==> src/rtl/nbr_pkg.sv <==
package nbr_pkg;
    typedef enum logic [1:0] {
        RSP_EMPTY = 2'd0,
        RSP_SHORT = 2'd1,
        RSP_OK    = 2'd2
    } rsp_code_e;

    typedef enum logic [1:0] {
        ESC_IDLE = 2'd0,
        ESC_ZERO = 2'd1,
        ESC_DATA = 2'd2
    } esc_e;

    typedef enum logic [1:0] {
        DS_IDLE  = 2'd0,
        DS_START = 2'd1,
        DS_BITS  = 2'd2,
        DS_STOP  = 2'd3
    } ds_e;
endpackage

==> src/rtl/nbr_mem.sv <==
module nbr_mem #(
    parameter int WIDTH = 8,
    parameter int DEPTH = 32,
    parameter int NRD   = 1,
    localparam int AW   = $clog2(DEPTH)
) (
    input  logic                      clk,
    input  logic                      we,
    input  logic [AW-1:0]             waddr,
    input  logic [WIDTH-1:0]          wdata,
    input  logic [NRD-1:0][AW-1:0]    raddr,
    output logic [NRD-1:0][WIDTH-1:0] rdata
);
    logic [WIDTH-1:0] store [DEPTH];

    always_ff @(posedge clk) begin
        if (we) store[waddr] <= wdata;
    end

    // one asynchronous read port per requested reader
    for (genvar g = 0; g < NRD; g++) begin : g_rd
        assign rdata[g] = store[raddr[g]];
    end
endmodule

==> src/rtl/nbr_deser.sv <==
module nbr_deser
    import nbr_pkg::*;
#(
    parameter int CLKS_PER_BIT = 16
) (
    input  logic       clk,
    input  logic       rst_n,
    input  logic       serial_in,
    output logic       chr_valid,
    output logic [7:0] chr_data,
    output logic       chr_mark
);
    localparam int CW   = $clog2(CLKS_PER_BIT + 1);
    localparam int HALF = CLKS_PER_BIT / 2;

    typedef struct packed {
        ds_e         st;
        logic [CW-1:0] cnt;
        logic [3:0]  nbit;
        logic [8:0]  sh;
        logic        vld;
        logic        s1;
        logic        s2;
    } ds_t;

    ds_t q, d;

    always_comb begin
        d     = q;
        d.vld = 1'b0;
        d.s1  = serial_in;
        d.s2  = q.s1;
        case (q.st)
            DS_IDLE: begin
                if (!q.s2) begin
                    d.st  = DS_START;
                    d.cnt = '0;
                end
            end
            DS_START: begin
                if (q.cnt == CW'(HALF - 1)) begin
                    d.cnt  = '0;
                    d.nbit = '0;
                    d.st   = q.s2 ? DS_IDLE : DS_BITS;
                end else begin
                    d.cnt = q.cnt + 1'b1;
                end
            end
            DS_BITS: begin
                if (q.cnt == CW'(CLKS_PER_BIT - 1)) begin
                    d.cnt  = '0;
                    d.sh   = {q.s2, q.sh[8:1]};
                    d.nbit = q.nbit + 1'b1;
                    if (q.nbit == 4'd8) d.st = DS_STOP;
                end else begin
                    d.cnt = q.cnt + 1'b1;
                end
            end
            default: begin
                if (q.cnt == CW'(CLKS_PER_BIT - 1)) begin
                    d.vld = q.s2;
                    d.st  = DS_IDLE;
                end else begin
                    d.cnt = q.cnt + 1'b1;
                end
            end
        endcase
    end

    always_ff @(posedge clk or negedge rst_n) begin
        if (!rst_n) q <= '{st: DS_IDLE, s1: 1'b1, s2: 1'b1, default: '0};
        else        q <= d;
    end

    assign chr_valid = q.vld;
    assign chr_data  = q.sh[7:0];
    assign chr_mark  = q.sh[8];
endmodule

==> src/rtl/nbr_idle_timer.sv <==
module nbr_idle_timer #(
    parameter int TICKS_PER_MS = 200000,
    parameter int MS_W         = 8
) (
    input  logic            clk,
    input  logic            rst_n,
    input  logic            restart,
    input  logic [MS_W-1:0] limit_ms,
    output logic            expire
);
    localparam int PW = $clog2(TICKS_PER_MS + 1);

    typedef struct packed {
        logic            armed;
        logic [PW-1:0]   pre;
        logic [MS_W-1:0] ms;
    } tm_t;

    tm_t q, d;
    logic [MS_W-1:0] lim_eff;
    logic            tick;
    logic            reach;

    assign lim_eff = (limit_ms == '0) ? MS_W'(1) : limit_ms;
    assign tick    = q.armed && (q.pre == PW'(TICKS_PER_MS - 1));
    assign reach   = ({1'b0, q.ms} + 1'b1) >= {1'b0, lim_eff};
    assign expire  = tick && reach && !restart;

    always_comb begin
        d = q;
        if (restart) begin
            d.armed = 1'b1;
            d.pre   = '0;
            d.ms    = '0;
        end else if (tick) begin
            d.pre = '0;
            if (reach) d.armed = 1'b0;
            else       d.ms    = q.ms + 1'b1;
        end else if (q.armed) begin
            d.pre = q.pre + 1'b1;
        end
    end

    always_ff @(posedge clk or negedge rst_n) begin
        if (!rst_n) q <= '0;
        else        q <= d;
    end
endmodule

==> src/rtl/ninebit_msg_rx.sv <==
module ninebit_msg_rx
    import nbr_pkg::*;
#(
    parameter int RING_DEPTH   = 32,
    parameter int CLKS_PER_BIT = 16,
    parameter int TICKS_PER_MS = 200000,
    parameter int MS_W         = 8,
    localparam int AW          = $clog2(RING_DEPTH),
    localparam int LEN_W       = AW + 1
) (
    input  logic             clk,
    input  logic             rst_n,
    input  logic             serial_in,
    input  logic [MS_W-1:0]  cfg_timeout_ms,
    input  logic             cfg_flush_on_mark,
    input  logic             rd_req,
    input  logic [LEN_W-1:0] rd_room,
    output logic             rsp_valid,
    output logic [1:0]       rsp_code,
    output logic [LEN_W-1:0] rsp_len,
    output logic             out_valid,
    output logic [7:0]       out_data,
    output logic             out_last,
    output logic             msg_avail,
    output logic             overrun_pulse,
    output logic             desc_ovf_pulse
);
    localparam int DESC_DEPTH = RING_DEPTH / 4;
    localparam int DW         = $clog2(DESC_DEPTH);

    typedef struct packed {
        logic [AW-1:0]    head;
        logic [AW-1:0]    tail;
        logic [AW-1:0]    cur_start;
        logic [AW-1:0]    rptr;
        logic [DW-1:0]    add;
        logic [DW-1:0]    take;
        esc_e             esc;
        logic [7:0]       pend;
        logic             busy;
        logic [LEN_W-1:0] left;
        logic             rsp_valid;
        logic [1:0]       rsp_code;
        logic [LEN_W-1:0] rsp_len;
        logic             ovr;
        logic             ovf;
    } ctl_t;

    ctl_t q, d;

    logic       chr_valid, chr_mark;
    logic [7:0] chr_data;
    logic       tmr_restart, tmr_expire;

    logic          ring_we;
    logic [AW-1:0] ring_wa;
    logic [7:0]    ring_wd;
    logic [0:0][AW-1:0] ring_ra;
    logic [0:0][7:0]    ring_rd;

    logic          dsc_we;
    logic [DW-1:0] dsc_wa;
    logic [AW-1:0] dsc_ws, dsc_wend;
    logic [1:0][DW-1:0] dsc_s_ra;
    logic [1:0][AW-1:0] dsc_s_rd;
    logic [0:0][DW-1:0] dsc_e_ra;
    logic [0:0][AW-1:0] dsc_e_rd;

    logic [AW:0]   used_w, free_w;
    logic [DW-1:0] add_nxt, add_prev;
    logic [AW-1:0] msg_len;
    logic          close;

    nbr_deser #(.CLKS_PER_BIT(CLKS_PER_BIT)) u_deser (
        .clk(clk), .rst_n(rst_n), .serial_in(serial_in),
        .chr_valid(chr_valid), .chr_data(chr_data), .chr_mark(chr_mark)
    );

    nbr_idle_timer #(.TICKS_PER_MS(TICKS_PER_MS), .MS_W(MS_W)) u_timer (
        .clk(clk), .rst_n(rst_n), .restart(tmr_restart),
        .limit_ms(cfg_timeout_ms), .expire(tmr_expire)
    );

    nbr_mem #(.WIDTH(8), .DEPTH(RING_DEPTH), .NRD(1)) u_ring (
        .clk(clk), .we(ring_we), .waddr(ring_wa), .wdata(ring_wd),
        .raddr(ring_ra), .rdata(ring_rd)
    );

    nbr_mem #(.WIDTH(AW), .DEPTH(DESC_DEPTH), .NRD(2)) u_dsc_start (
        .clk(clk), .we(dsc_we), .waddr(dsc_wa), .wdata(dsc_ws),
        .raddr(dsc_s_ra), .rdata(dsc_s_rd)
    );

    nbr_mem #(.WIDTH(AW), .DEPTH(DESC_DEPTH), .NRD(1)) u_dsc_end (
        .clk(clk), .we(dsc_we), .waddr(dsc_wa), .wdata(dsc_wend),
        .raddr(dsc_e_ra), .rdata(dsc_e_rd)
    );

    assign used_w      = {1'b0, q.head - q.tail};
    assign free_w      = (AW + 1)'(RING_DEPTH - 1) - used_w;
    assign add_nxt     = q.add + 1'b1;
    assign add_prev    = q.add - 1'b1;
    assign ring_ra[0]  = q.rptr;
    assign dsc_s_ra[0] = q.take;
    assign dsc_s_ra[1] = add_prev;
    assign dsc_e_ra[0] = q.take;
    assign msg_len     = dsc_e_rd[0] - dsc_s_rd[0] + 1'b1;

    always_comb begin
        d           = q;
        d.rsp_valid = 1'b0;
        d.ovr       = 1'b0;
        d.ovf       = 1'b0;
        ring_we     = 1'b0;
        ring_wa     = q.head;
        ring_wd     = '0;
        dsc_we      = 1'b0;
        dsc_wa      = q.add;
        dsc_ws      = q.cur_start;
        dsc_wend    = q.head - 1'b1;
        tmr_restart = 1'b0;
        close       = tmr_expire;

        // receive side: one ring write per cycle, mark escape spread over three
        case (q.esc)
            ESC_ZERO: begin
                ring_we = 1'b1;
                ring_wd = 8'h00;
                d.head  = q.head + 1'b1;
                d.esc   = ESC_DATA;
            end
            ESC_DATA: begin
                ring_we = 1'b1;
                ring_wd = q.pend;
                d.head  = q.head + 1'b1;
                d.esc   = ESC_IDLE;
            end
            default: begin
                if (chr_valid) begin
                    if (free_w >= (AW + 1)'(3)) begin
                        tmr_restart = 1'b1;
                        ring_we     = 1'b1;
                        d.head      = q.head + 1'b1;
                        if (chr_mark) begin
                            ring_wd = 8'hFF;
                            d.pend  = chr_data;
                            d.esc   = ESC_ZERO;
                            if (cfg_flush_on_mark) close = 1'b1;
                        end else begin
                            ring_wd = chr_data;
                        end
                    end else begin
                        d.ovr = 1'b1;
                    end
                end
            end
        endcase

        // message close: push a descriptor, or merge when the queue is full
        if (close && (q.head != q.cur_start)) begin
            d.cur_start = q.head;
            dsc_we      = 1'b1;
            if (add_nxt != q.take) begin
                d.add = add_nxt;
            end else begin
                dsc_wa = add_prev;
                dsc_ws = dsc_s_rd[1];
                d.ovf  = 1'b1;
            end
        end

        // host side: response, then stream
        if (q.busy) begin
            d.rptr = q.rptr + 1'b1;
            d.left = q.left - 1'b1;
            if (q.left == LEN_W'(1)) begin
                d.busy = 1'b0;
                d.tail = q.rptr + 1'b1;
                d.take = q.take + 1'b1;
            end
        end else if (rd_req) begin
            d.rsp_valid = 1'b1;
            if (q.add == q.take) begin
                d.rsp_code = RSP_EMPTY;
                d.rsp_len  = '0;
            end else begin
                d.rsp_len = {1'b0, msg_len};
                if ({1'b0, msg_len} > rd_room) begin
                    d.rsp_code = RSP_SHORT;
                end else begin
                    d.rsp_code = RSP_OK;
                    d.busy     = 1'b1;
                    d.rptr     = dsc_s_rd[0];
                    d.left     = {1'b0, msg_len};
                end
            end
        end
    end

    always_ff @(posedge clk or negedge rst_n) begin
        if (!rst_n) q <= '0;
        else        q <= d;
    end

    assign rsp_valid      = q.rsp_valid;
    assign rsp_code       = q.rsp_code;
    assign rsp_len        = q.rsp_len;
    assign out_valid      = q.busy;
    assign out_data       = ring_rd[0];
    assign out_last       = q.busy && (q.left == LEN_W'(1));
    assign msg_avail      = (q.head != q.tail);
    assign overrun_pulse  = q.ovr;
    assign desc_ovf_pulse = q.ovf;
endmodule

==> config.mk <==
export PLATFORM = sky130hd
export DESIGN_NAME = ninebit_msg_rx
export DESIGN_NICKNAME = d
export VERILOG_FILES = /design/src/rtl/nbr_pkg.sv /design/src/rtl/nbr_mem.sv /design/src/rtl/nbr_deser.sv /design/src/rtl/nbr_idle_timer.sv /design/src/rtl/ninebit_msg_rx.sv
export SDC_FILE = /design/constraint.sdc
export NUM_CORES = 1
export LEC_CHECK = 0
export BUFFER_PORTS_ARGS = -buffer_cell sky130_fd_sc_hd__clkbuf_2
export CAP_MARGIN = 25
export CORE_MARGIN = 2
export CORE_UTILIZATION = 60
export CTS_BUF_LIST = sky130_fd_sc_hd__clkbuf_8
export DETAILED_ROUTE_END_ITERATION = 7
export PLACE_DENSITY = 0.86
export SLEW_MARGIN = 20
export SYNTH_ARGS = -nofsm -noshare
export SYNTH_HDL_FRONTEND = slang
export SYNTH_SLANG_ARGS = --single-unit
==> constraint.sdc <==
create_clock -name clk -period 6.3 [get_ports clk]
set_input_delay 1.26 -clock clk [delete_from_list [all_inputs] [get_ports clk]]
set_output_delay 1.26 -clock clk [all_outputs]
set_load 0.02 [all_outputs]
==> out/results.tsv, run 1 <==
stage	metric	value	unit
run_status	status	completed	
synth	synth_edf_count	336	
sta	fin_tns_setup	0	ps
sta	hold_violations	0	
floorplanning	core_area	31640	sq um
cts	cts_hold_repair.buffers	0	
detailed_routing	remaining_drc_errors	0	
sta	slew_violations	0	
detailed_routing	vias_per_cell	6.217	
setup_path	path_max_fanout	13	
detailed_routing	drt_iter0_drc	1031	
synth	yosys.area.top_type	edfxtp_1	
sta	period_minus_slack	4987	ps
setup_path	r2r_cells	16	
cts	cts_tree	yes	
cts	htreeDepth	3	
grt	use_met2	39.65	%
sta	min_period_over_period	79.17	%
synth	synthTopCellsByArea	edfxtp_1 52%, dfrtp_1 13%, mux4_2 13%	
grt	grt_max_degree	60	
placed_design	io_buffers	39	
setup_path	path_depth	16	
setup_path	critPathBufInv	1	
setup_path	cp.arrival	5450	ps
synth	ys_seq_elements	439	
final_layout	fin_util	67.54	%
final_layout	area_growth	10.44	%
grt	met1_usage	31.59	%
placed_design	gp_congestion	0.8287	
floorplanning	placementRows	65	
worst_hold_path	hold_path.class	flop to flop	
cts	cts-root-buf	clkbuf_8	
final_layout	antenna_cells	0	
setup_path	crit_family	adder cells	
floorplanning	die_area	33700	sq um
power	p_leak	8.328	nW
worst_hold_path	hold_depth	0	
final_layout	fill_cells	1941	
setup_path	path_common_cell	ha_1	
grt	grt_pass1_wl	60.55	mm
synth	synthesis.nets	1267	
floorplanning	io-pin-count	41	
detailed_routing	drt_wl_total	38.59	mm
cts	clkLatencyLatePin	590	ps
synth	ys_types	63	
floorplanning	initial_core_util	61.16	%
setup_path	crit_type	flop to flop	
detailed_routing	num_vias	10725	
grt	busiest_layer	met2	
cts	numCtsBuffers	68	
cts	cts_setup_buffers	0	
grt	track_usage	23.68	%
setup_path	critPathLaunchType	flop	
power	p_per_area	329.3	nW/um^2
grt	use_met3	4.061	%
synth	synth.cell_area	19350	sq um
cts	post_cts_resized	0	
grt	gr-total-overflow	0	
setup_path	crit_chain	mux4_2 > mux2i_1 > ha_1 > ha_1 > a21o_1 > a21oi_1 > xnor2_1 > xnor2_1 > inv_1 > ha_1 > and2_1 > a41o_1 > a21oi_1 > nor3_2 > nor2_1 > a211o_1	
synth	ys.flop_type	edfxtp_1	
synth	synth-warning-count	0	
synth	avgSynthCellArea	16.16	sq um
final_layout	nNetsFinal	1340	
final_layout	final_layout_size_suffix_gt1_share	25.02	%
job	maxCapViolCount	0	
sta	tightest_slew	1081	ps
sta	setup-violations-final	0	
grt	antenna_found_initial	0	
synth	yosysTopAreaCellShare	52.15	%
setup_path	critPathCaptureType	flop	
detailed_routing	drt-pass1-iter-count	5	
synth	synth_common_cells	336 x edfxtp_1, 110 x mux4_2, 104 x nor2_1	
cts	path_clk_slew	60	ps
sta	skew	44.51	ps
placed_design	dp_hpwl	25.40	mm
synth	synth_seq_area_share	65.48	%
setup_path	cp_slowest_cell	dfrtp_1	
synth	synth_cells	1197	
floorplanning	die_x	183.6	um
detailed_routing	ant_nets	0	
cts	cts_sinks	439	
setup_path	critPathRequiredTime	6760	ps
floorplanning	die_y	183.6	um
setup_path	slowest_delay	820	ps
sta	relSlewSlack	27.94	%
synth	async_reset_ff_share	23.46	%
grt	grt_pass1_vias	10919	
power	ir_worst_vdd	0.0001919	V
cts	clock_path_buffers	3	
sta	rsz0062_at_grt	no	
sta	max_freq	200.5	MHz
synth	post-synth-top-count-cell	edfxtp_1	
detailed_routing	wl_per_cell	22.37	um
logic make-up (layout without fill, tap and decap cells):
family	count (synthesis)	count (layout)	share of synthesized area (%)
xor gates and xnor gates	64	64	2.897
AOI/OAI and AO/OA	100	100	3.376
and+or+nand+nor	272	272	6.441
other	1	1	0.01938
adders and majority gates	51	51	3.376
DFF	439	439	65.48
muxes	168	168	16.09
buffers and inverters	102	228	2.321
report_power, final:
part,switching (mW),internal (mW),leakage (nW)
registers,0.289,3.20,4.84
clock network,1.10,1.18,0.776
logic,0.675,0.595,2.71
total,2.06,4.97,8.33
metrics by stage:
stage               cell area (sq um)  total power, mW  cells  worst slack, ps  hold slack, ps
floorplan                       19350            4.511   1197             1651           345.2
detailed placement              20040            4.816   1600             1019           347.5
finish                          21370            7.036   1725             1313           354.7
CTS                             21340            7.081   1723            962.2           356.0
global placement                19870            4.749   1590             1139           346.5
global route                    21370            7.348   1725             1011           358.3
layer usage:
layer | vias to the layer above | part of all wire, % | wire (um)
met5 | - | 0 | 0
met4 | 0 | 2.7 | 1044
met3 | 76 | 6.6 | 2561
met2 | 468 | 51 | 19510
met1 | 5452 | 40 | 15470
li1 | 4729 | - | -
area by class of cell:
cell class | instances | area, sq um | share of cell area (%)
clock inverters | 53 | 336.6 | 1.575
well taps | 402 | 503.0 | 2.354
flip-flops and latches | 439 | 12670 | 59.32
repair buffers | 59 | 412.9 | 1.932
multi-input cells | 656 | 6305 | 29.51
clock buffers | 70 | 963.4 | 4.509
inverters | 46 | 172.7 | 0.8081
cell usage in the layout, fill, tap and decap left out, drive strengths merged, types with 3 or more instances in the layout:
| cell type | synthesis | final |
|---|---|---|
| a211o | 3 | 3 |
| a211oi | 3 | 3 |
| a21o | 5 | 5 |
| a21oi | 19 | 19 |
| a31oi | 6 | 6 |
| and3 | 9 | 9 |
| buf | 27 | 21 |
| bufinv | 0 | 3 |
| clkbuf | 29 | 108 |
| clkinv | 1 | 14 |
| dfrtp | 101 | 101 |
| edfxtp | 336 | 336 |
| ha | 49 | 49 |
| inv | 45 | 80 |
| mux2 | 44 | 44 |
| mux2i | 14 | 14 |
| mux4 | 110 | 110 |
| nand2 | 82 | 82 |
| nand2b | 6 | 6 |
| nand3 | 19 | 19 |
| nand4 | 8 | 8 |
| nor2 | 105 | 105 |
| nor2b | 4 | 4 |
| nor3 | 16 | 16 |
| nor4 | 6 | 6 |
| o211ai | 3 | 3 |
| o21ai | 37 | 37 |
| o31ai | 7 | 7 |
| xnor2 | 31 | 31 |
| xor2 | 33 | 33 |
flip-flops by register name (all words and copies together), names as in the netlist, 2 cells and up:
name and flops:
ring_ra 5, dsc_e_ra 3, u_dsc_end.store 40, u_ring.store 256, ring_wa 5, u_deser.chr_data 8, rsp_code 2, u_deser.q 12
rsp_len 5, u_dsc_start.store 40, u_timer.q 27, q 29
worst paths after layout:
kind	start	endpoint	slack, ps
worst max-delay path	dsc_e_ra[1]$_DFFE_PN0P_	q[15]$_DFFE_PN0P_	1310
worst min-delay path	u_deser.d[0]$_DFF_PN1_	u_deser.q[0]$_DFF_PN1_	350
worst max register to register	dsc_e_ra[1]$_DFFE_PN0P_	q[15]$_DFFE_PN0P_	1310
worst min register to register	u_deser.d[0]$_DFF_PN1_	u_deser.q[0]$_DFF_PN1_	350
max in group asynchronous	rst_n	ring_ra[0]$_DFFE_PN0P_	4340
min in group asynchronous	rst_n	u_deser.q[20]$_DFFE_PN0P_	680
(Power assumes the default switching activity.)
==> run 2, diff against run 1 <==
- ABC_AREA: not set -> 1
- CORE_UTILIZATION: 60 -> 59
- PLACE_DENSITY: 0.86 -> 0.88
- clock period: 6.3 -> 4.3 ns (I/O delays scaled with it)
==> run 2 against run 1 <==
  * Setup slack lost 1200 ps
  * Clock-buffer cell count increased by 4
  * Final cell count up 40%
  * Sequential share of layout area down 2.1 points
  * Cell area up 3.7%
  * Critical path depth increased by 6
  * Critical path type unchanged
  * Routed wire length increased by 24%
==> out/results.tsv, run 2 <==
stage	metric	value	unit	change
run_status	status	completed		unchanged
job	maxCapViolCount	0		unchanged
worst_hold_path	hold_path.class	input port to asynchronous set/reset pin		was flop to flop
synth	post-synth-top-count-cell	edfxtp_1		unchanged
floorplanning	initial_core_util	59.49	%	was 61.16%
synth	synth_common_cells	336 x edfxtp_1, 287 x nor2_1, 274 x o21ai_0		was 336 x edfxtp_1, 110 x mux4_2, 104 x nor2_1
cts	path_clk_slew	70	ps	was 60 ps
sta	max_freq	241.5	MHz	was 200.5 MHz
setup_path	cp.arrival	4610	ps	was 5450 ps
setup_path	path_common_cell	o21ai_0		was ha_1
placed_design	io_buffers	39		unchanged
sta	relSlewSlack	30.68	%	was 27.94%
synth	synth-warning-count	0		unchanged
detailed_routing	remaining_drc_errors	0		unchanged
synth	yosys.area_share.adder	3.291	%	was 3.376%
final_layout	area_growth	11.65	%	was 10.44%
power	ir_worst_vdd	0.0003970	V	was 0.0001919 V
floorplanning	die_area	35120	sq um	was 33,700 sq um
setup_path	critPathCaptureType	flop		unchanged
floorplanning	die_y	187.4	um	was 183.6 um
final_layout	stdcell_count	2419		was 1,725
final_layout	regMostFlops	u_ring.store		unchanged
detailed_routing	drt-pass1-iter-count	6		was 5
final_layout	largest_reg_flops	256		unchanged
final_layout	top_regs	u_ring.store (256), u_dsc_end.store (40), u_dsc_start.store (40)		unchanged
floorplanning	placementRows	67		was 65
cts	clock_path_buffers	3		unchanged
grt	gr-total-overflow	0		unchanged
placed_design	gp_congestion	0.9431		was 0.8287
synth	synth_cells	1830		was 1,197
setup_path	crit_family	adder cells		unchanged
cts	cts_hold_repair.buffers	0		unchanged
sta	skew	62.55	ps	was 44.51 ps
synth	synth.cell_area	19850	sq um	was 19,350 sq um
floorplanning	die_x	187.4	um	was 183.6 um
setup_path	critPathRequiredTime	4770	ps	was 6760 ps
detailed_routing	drt_wl_total	47.84	mm	was 38.59 mm
setup_path	slowest_delay	430	ps	was 820 ps
synth	synth_top_family_by_area	simple AND/OR/NAND/NOR gates		was multiplexers
final_layout	final_common_cell	edfxtp_1		unchanged
sta	min_period_over_period	96.32	%	was 79.17%
sta	tightest_slew	1029	ps	was 1081 ps
setup_path	path_depth	22		was 16
detailed_routing	ant_nets	0		unchanged
placed_design	post_dp_cell_area	20730	sq um	was 20,040 sq um
final_layout	mostFrequentLayoutCells	336 x edfxtp_1, 287 x nor2_1, 266 x o21ai_0		was 336 x edfxtp_1, 110 x mux4_2, 100 x nor2_1
final_layout	final_layout_size_suffix_gt1_share	13.19	%	was 25.02%
synth	synthesis.nets	1900		was 1,267
cts	cts_setup_buffers	0		unchanged
final_layout	antenna_cells	0		unchanged
synth	synth_compound_area_share	12.77	%	was 3.376%
cts	cts-root-buf	clkbuf_8		unchanged
detailed_routing	num_vias	14879		was 10,725
setup_path	critPathBufInv	5		was 1
setup_path	r2r_cells	22		was 16
floorplanning	io-pin-count	41		unchanged
detailed_routing	vias_per_cell	6.151		was 6.217
setup_path	cp_slowest_cell	fa_1		was dfrtp_1
setup_path	crit_chain	clkinv_1 > buf_4 > nand2_1 > o21ai_0 > a21oi_1 > a31oi_2 > ha_1 > inv_1 > ha_1 > fa_1 > xnor2_2 > inv_1 > ha_1 > nand2_1 > o21ai_0 > o21ai_0 > nand2_1 > nand3b_1 > nand3_4 > inv_2 > a21oi_1 > o21ai_0		was mux4_2 > mux2i_1 > ha_1 > ha_1 > a21o_1 > a21oi_1 > xnor2_1 > xnor2_1 > inv_1 > ha_1 > and2_1 > a41o_1 > a21oi_1 > nor3_2 > nor2_1 > a211o_1
synth	synth_seq_area_share	63.83	%	was 65.48%
sta	slew_violations	0		unchanged
grt	grt_pass1_wl	75.65	mm	was 60.55 mm
synth	synth_xor_area_share	1.765	%	was 2.897%
synth	synth_edf_count	336		unchanged
synth	yosysTopAreaCellShare	50.84	%	was 52.15%
power	p_per_area	521.8	nW/um^2	was 329.3 nW/um^2
power	report.power.total	11.56	mW	was 7.036 mW
grt	grt_max_degree	75		was 60
placed_design	dp_hpwl	29.80	mm	was 25.40 mm
power	p_leak	9.012	nW	was 8.328 nW
synth	synth-simple-area-share	13.48	%	was 6.441%
cts	cts_tree	yes		unchanged
setup_path	crit_type	flop to flop		unchanged
sta	hold_violations	0		unchanged
detailed_routing	wl_per_cell	19.78	um	was 22.37 um
setup_path	path_max_fanout	24		was 13
synth	ys_seq_elements	439		unchanged
final_layout	nNetsFinal	1984		was 1,340
synth	synthMuxAreaShare	0.1135	%	was 16.09%
setup_path	critPathLaunchType	flop		unchanged
sta	setup-violations-final	0		unchanged
grt	grt_pass1_vias	14665		was 10,919
final_layout	fin_area	22160	sq um	was 21,370 sq um
synth	async_reset_ff_share	23.46	%	unchanged
synth	yosys.area.top_type	edfxtp_1		unchanged
floorplanning	core_area	33360	sq um	was 31,640 sq um
placed_design	dp_cells	2290		was 1,600
synth	ys.flop_type	edfxtp_1		unchanged
sta	period_minus_slack	4142	ps	was 4987 ps
synth	ys_types	56		was 63
grt	antenna_found_initial	0		unchanged
cts	clkLatencyLatePin	650	ps	was 590 ps
detailed_routing	drt_iter0_drc	1889		was 1,031
synth	avgSynthCellArea	10.85	sq um	was 16.16 sq um
synth	synthTopCellsByArea	edfxtp_1 51%, dfrtp_1 13%, o21ai_0 6.9%		was edfxtp_1 52%, dfrtp_1 13%, mux4_2 13%
cts	numCtsBuffers	70		was 68
grt	track_usage	27.15	%	was 23.68%
cts	htreeDepth	3		unchanged
cts	cts_sinks	439		unchanged
-- run 2: cells by family (layout without fill, tap and decap cells) --
group           count (synthesis)  count (layout)
compound gates                445             445
flops                         439             439
simple gates                  622             622
buf+inv                       230             371
mux                             2               2
fa+ha+maj                      51              51
xor+xnor                       40              40
other cells                     1               1
-- run 2: per-layer routing --
layer	track usage (%)	vias to the layer above	routed length [um]
li1	-	6643	-
met3	5.291	189	4692
met1	34.35	7083	17780
met4	12.93	0	2038
met2	45.38	964	23320
met5	0.4121	-	0
-- run 2: timing repair --
| item | CTS | global route |
|---|---|---|
| setup endpoints to repair | 0 | 19 |
| resized for setup | 0 | 11 |
| hold endpoints to repair | 0 | 0 |
-- run 2: stage by stage --
| stage | TNS [ps] | hold WS, ps | setup WS [ps] | utilization (%) |
|---|---|---|---|---|
| 4_1_cts | 0 | 252.9 | 80.55 | 66.27 |
| 5_1_grt | -805.3 | 285.5 | -151.9 | 66.42 |
| 6_report | 0 | 262.1 | 158.4 | 66.42 |
| 2_1_floorplan | 0 | 345.2 | 417.8 | - |
| 3_5_place_dp | 0 | 347.8 | 282.3 | 62.12 |
| 3_3_place_gp | 0 | 347.8 | 447.4 | 62.12 |
-- run 2: final cells by class --
type | count | area [sq um]
inverters | 140 | 530.5
fillers | 2270 | 11200
flip-flops and latches | 439 | 12670
well taps | 448 | 560.5
clock inverters | 55 | 364.1
clock buffers | 74 | 1018
multi-input cells | 1161 | 6310
repair buffers | 102 | 703.2
-- run 2: worst paths after layout --
| path | from | endpoint | slack (ps) |
|---|---|---|---|
| hold / removal | rst_n | u_timer.q[16]$_DFFE_PN0P_ | 260 |
| max in group asynchronous | rst_n | ring_ra[0]$_DFFE_PN0P_ | 3050 |
| setup reg to reg | dsc_e_ra[0]$_DFFE_PN0P_ | q[12]$_DFFE_PN0P_ | 160 |
| setup / recovery | dsc_e_ra[0]$_DFFE_PN0P_ | q[12]$_DFFE_PN0P_ | 160 |
| hold reg to reg | u_deser.d[0]$_DFF_PN1_ | u_deser.q[0]$_DFF_PN1_ | 350 |
| min in group clk | serial_in | u_deser.d[0]$_DFF_PN1_ | 340 |
-- run 2: report_power, final --
part	internal (mW)	total, mW	switching, mW
sequential	4.63	4.77	0.143
clock	1.82	3.53	1.71
combinational	1.04	3.26	2.22
total	7.49	11.6	4.07
==> run 3, diff against run 2 <==
--- a/constraint.sdc
+++ b/constraint.sdc
@@ -3,2 +3,2 @@
 set_output_delay 0.86 -clock clk [all_outputs]
-set_load 0.02 [all_outputs]
+set_load 0.05 [all_outputs]
==> run 3 against run 2 <==
  * First-iteration DRC count decreased by 4.6%
  * Critical path type unchanged
  * Final cell count is 0.66% lower
  * Sequential power grew 1%
  * Maximum frequency about the same
  * Hold slack improved by 21 ps
  * Via count is 0.27% lower
  * Largest cell class unchanged
  * Cell area down 0.90%
  * Clock power fell by 8.5%
==> out/results.tsv, run 3 (same netlist as run 2, synthesis figures left out) <==
stage	metric	value	unit	change
detailed_routing	drt_iter0_drc	1802		was 1,889
detailed_routing	num_vias	14839		was 14,879
final_layout	largest_reg_flops	256		unchanged
setup_path	critPathLaunchType	flop		unchanged
cts	clkLatencyLatePin	610	ps	was 650 ps
final_layout	multiInputGateArea	6300	sq um	was 6310 sq um
sta	slew_violations	0		unchanged
final_layout	area_growth	10.65	%	was 11.65%
placed_design	preCtsSetupSlack	111.5	ps	was 282.3 ps
grt	grt_pass1_wl	76.04	mm	was 75.65 mm
final_layout	top_regs	u_ring.store (256), u_dsc_end.store (40), u_dsc_start.store (40)		unchanged
floorplanning	core_area	33360	sq um	unchanged
grt	gr-total-overflow	0		unchanged
cts	cts_sinks	439		unchanged
sta	relSlewSlack	29.29	%	was 30.68%
setup_path	path_max_fanout	24		unchanged
power	report.power.total	11.51	mW	was 11.56 mW
cts	clock_path_buffers	3		unchanged
sta	fin_tns_setup	0	ps	unchanged
setup_path	cp.arrival	4580	ps	was 4610 ps
cts	numCtsBuffers	69		was 70
sta	period_minus_slack	4142	ps	about the same
sta	min_period_over_period	96.32	%	about the same
power	p_per_area	524.1	nW/um^2	was 521.8 nW/um^2
placed_design	gp_congestion	0.9258		was 0.9431
worst_hold_path	hold_path.class	input port to asynchronous set/reset pin		unchanged
placed_design	dp_hpwl	29.98	mm	was 29.80 mm
job	maxCapViolCount	0		unchanged
final_layout	regMostFlops	u_ring.store		unchanged
run_status	status	completed		unchanged
power	p_leak	8.902	nW	was 9.012 nW
grt	grt_pass1_vias	14680		was 14,665
final_layout	nNetsFinal	1978		was 1,984
final_layout	final_common_cell	edfxtp_1		unchanged
sta	setup-violations-final	0		unchanged
final_layout	final_layout_size_suffix_gt1_share	12.43	%	was 13.19%
detailed_routing	remaining_drc_errors	0		unchanged
detailed_routing	drt_wl_total	48.35	mm	was 47.84 mm
final_layout	stdcell_count	2403		was 2,419
placed_design	io_buffers	39		unchanged
floorplanning	placementRows	67		unchanged
setup_path	crit_type	flop to flop		unchanged
final_layout	antenna_cells	0		unchanged
floorplanning	initial_core_util	59.49	%	unchanged
cts	htreeDepth	3		unchanged
sta	skew	39.19	ps	was 62.55 ps
floorplanning	die_area	35120	sq um	unchanged
cts	cts-root-buf	clkbuf_8		unchanged
final_layout	fill_cells	2319		was 2,270
power	ir_worst_vdd	0.0005946	V	was 0.0003970 V
final_layout	ff_latch_area	12670	sq um	about the same
sta	tightest_slew	1061	ps	was 1029 ps
detailed_routing	vias_per_cell	6.175		was 6.151
setup_path	r2r_cells	22		unchanged
final_layout	mostFrequentLayoutCells	336 x edfxtp_1, 287 x nor2_1, 265 x o21ai_0		was 336 x edfxtp_1, 287 x nor2_1, 266 x o21ai_0
cts	path_clk_slew	70	ps	about the same
grt	track_usage	27.22	%	was 27.15%
setup_path	critPathCaptureType	flop		unchanged
detailed_routing	wl_per_cell	20.12	um	was 19.78 um
grt	grt_max_degree	84		was 75
floorplanning	io-pin-count	41		unchanged
detailed_routing	ant_nets	0		unchanged
cts	cts_tree	yes		unchanged
placed_design	dp_cells	2279		was 2,290
detailed_routing	drt-pass1-iter-count	8		was 6
setup_path	critPathRequiredTime	4740	ps	was 4770 ps
final_layout	fin_area	21960	sq um	was 22,160 sq um
placed_design	post_dp_cell_area	20630	sq um	was 20,730 sq um
sta	fin_ws	158.0	ps	was 158.4 ps
floorplanning	die_y	187.4	um	unchanged
grt	antenna_found_initial	0		unchanged
floorplanning	die_x	187.4	um	unchanged
sta	max_freq	241.4	MHz	was 241.5 MHz
sta	hold_violations	0		unchanged
run 3: cell types whose count changed in the layout (fill, tap and decap cells not counted), moves of 2 or more:
cell	change
clkinv_2	-5
inv_6	+2
inv_12	-3
clkbuf_8	-2
buf_4	-5
bufinv_16	-2
run 3: path summary, 6_finish.rpt:
check	slack, ps	startpoint	end
worst max-delay path	160	dsc_e_ra[0]$_DFFE_PN0P_	ring_ra[0]$_DFFE_PN0P_
worst min-delay path	280	rst_n	dsc_e_ra[2]$_DFFE_PN0P_
worst max register to register	160	dsc_e_ra[0]$_DFFE_PN0P_	ring_ra[0]$_DFFE_PN0P_
worst min register to register	360	u_deser.d[0]$_DFF_PN1_	u_deser.q[0]$_DFF_PN1_
max in group asynchronous	3080	rst_n	ring_ra[0]$_DFFE_PN0P_
min in group clk	360	u_deser.d[0]$_DFF_PN1_	u_deser.q[0]$_DFF_PN1_
run 3: power breakdown:
group / leakage, nW / internal [mW] / total (mW) / switching (mW)
combinational: 3.34 / 1.03 / 3.46 / 2.44
sequential: 4.85 / 4.63 / 4.82 / 0.187
clock: 0.711 / 1.62 / 3.23 / 1.61
total: 8.90 / 7.28 / 11.5 / 4.23
run 3: layer usage:
metal / wire length [um] / up-vias / GRT usage (%) / share of wire [%]
met5: 0 / - / 0 / 0
met4: 2559 / 0 / 13.60 / 5.3
met3: 4975 / 204 / 4.953 / 10
met2: 23720 / 992 / 45.77 / 49
met1: 17100 / 7027 / 34.21 / 35
li1: - / 6616 / - / -
run 3: final cells by class:
| type | instances | share of cell area [%] |
|---|---|---|
| Clock buffer | 72 | 4.512 |
| Sequential cell | 439 | 57.71 |
| Timing Repair Buffer | 97 | 3.048 |
| Multi-Input combinational cell | 1161 | 28.69 |
| Inverter | 140 | 2.416 |
| Clock inverter | 46 | 1.071 |
| Tap cell | 448 | 2.552 |
run 3: worst max-delay path: stages, from the launching register on:
cell and delay [ps]:
dfrtp_2 430, clkinv_1 140, buf_8 180, nor2_1 90
o21ai_0 90, a21oi_1 200, a31oi_2 90, ha_1 320
inv_1 40, ha_1 220, fa_1 420, xnor2_2 190
inv_1 100, ha_1 320, nand2_1 90, o21ai_0 170
o21ai_0 90, nand2_1 70, nand3b_1 160, nand3_1 190
nand2_2 170, nand2_1 100, o21ai_0 100
run 3: metrics by stage:
step	hold WS, ps	util [%]
3_5_place_dp	348.1	61.84
3_3_place_gp	348.0	61.84
2_1_floorplan	345.2	-
6_report	282.7	65.82
5_1_grt	324.9	65.82
4_1_cts	277.0	65.51
run 3: timing repair:
action | 4_1_cts | 5_1_grt
endpoints found under the hold margin | 0 | 0
gates resized for setup | 0 | 14
setup buffers | 0 | 6
endpoints found under the setup margin | 0 | 11
hold buffers | 0 | 0
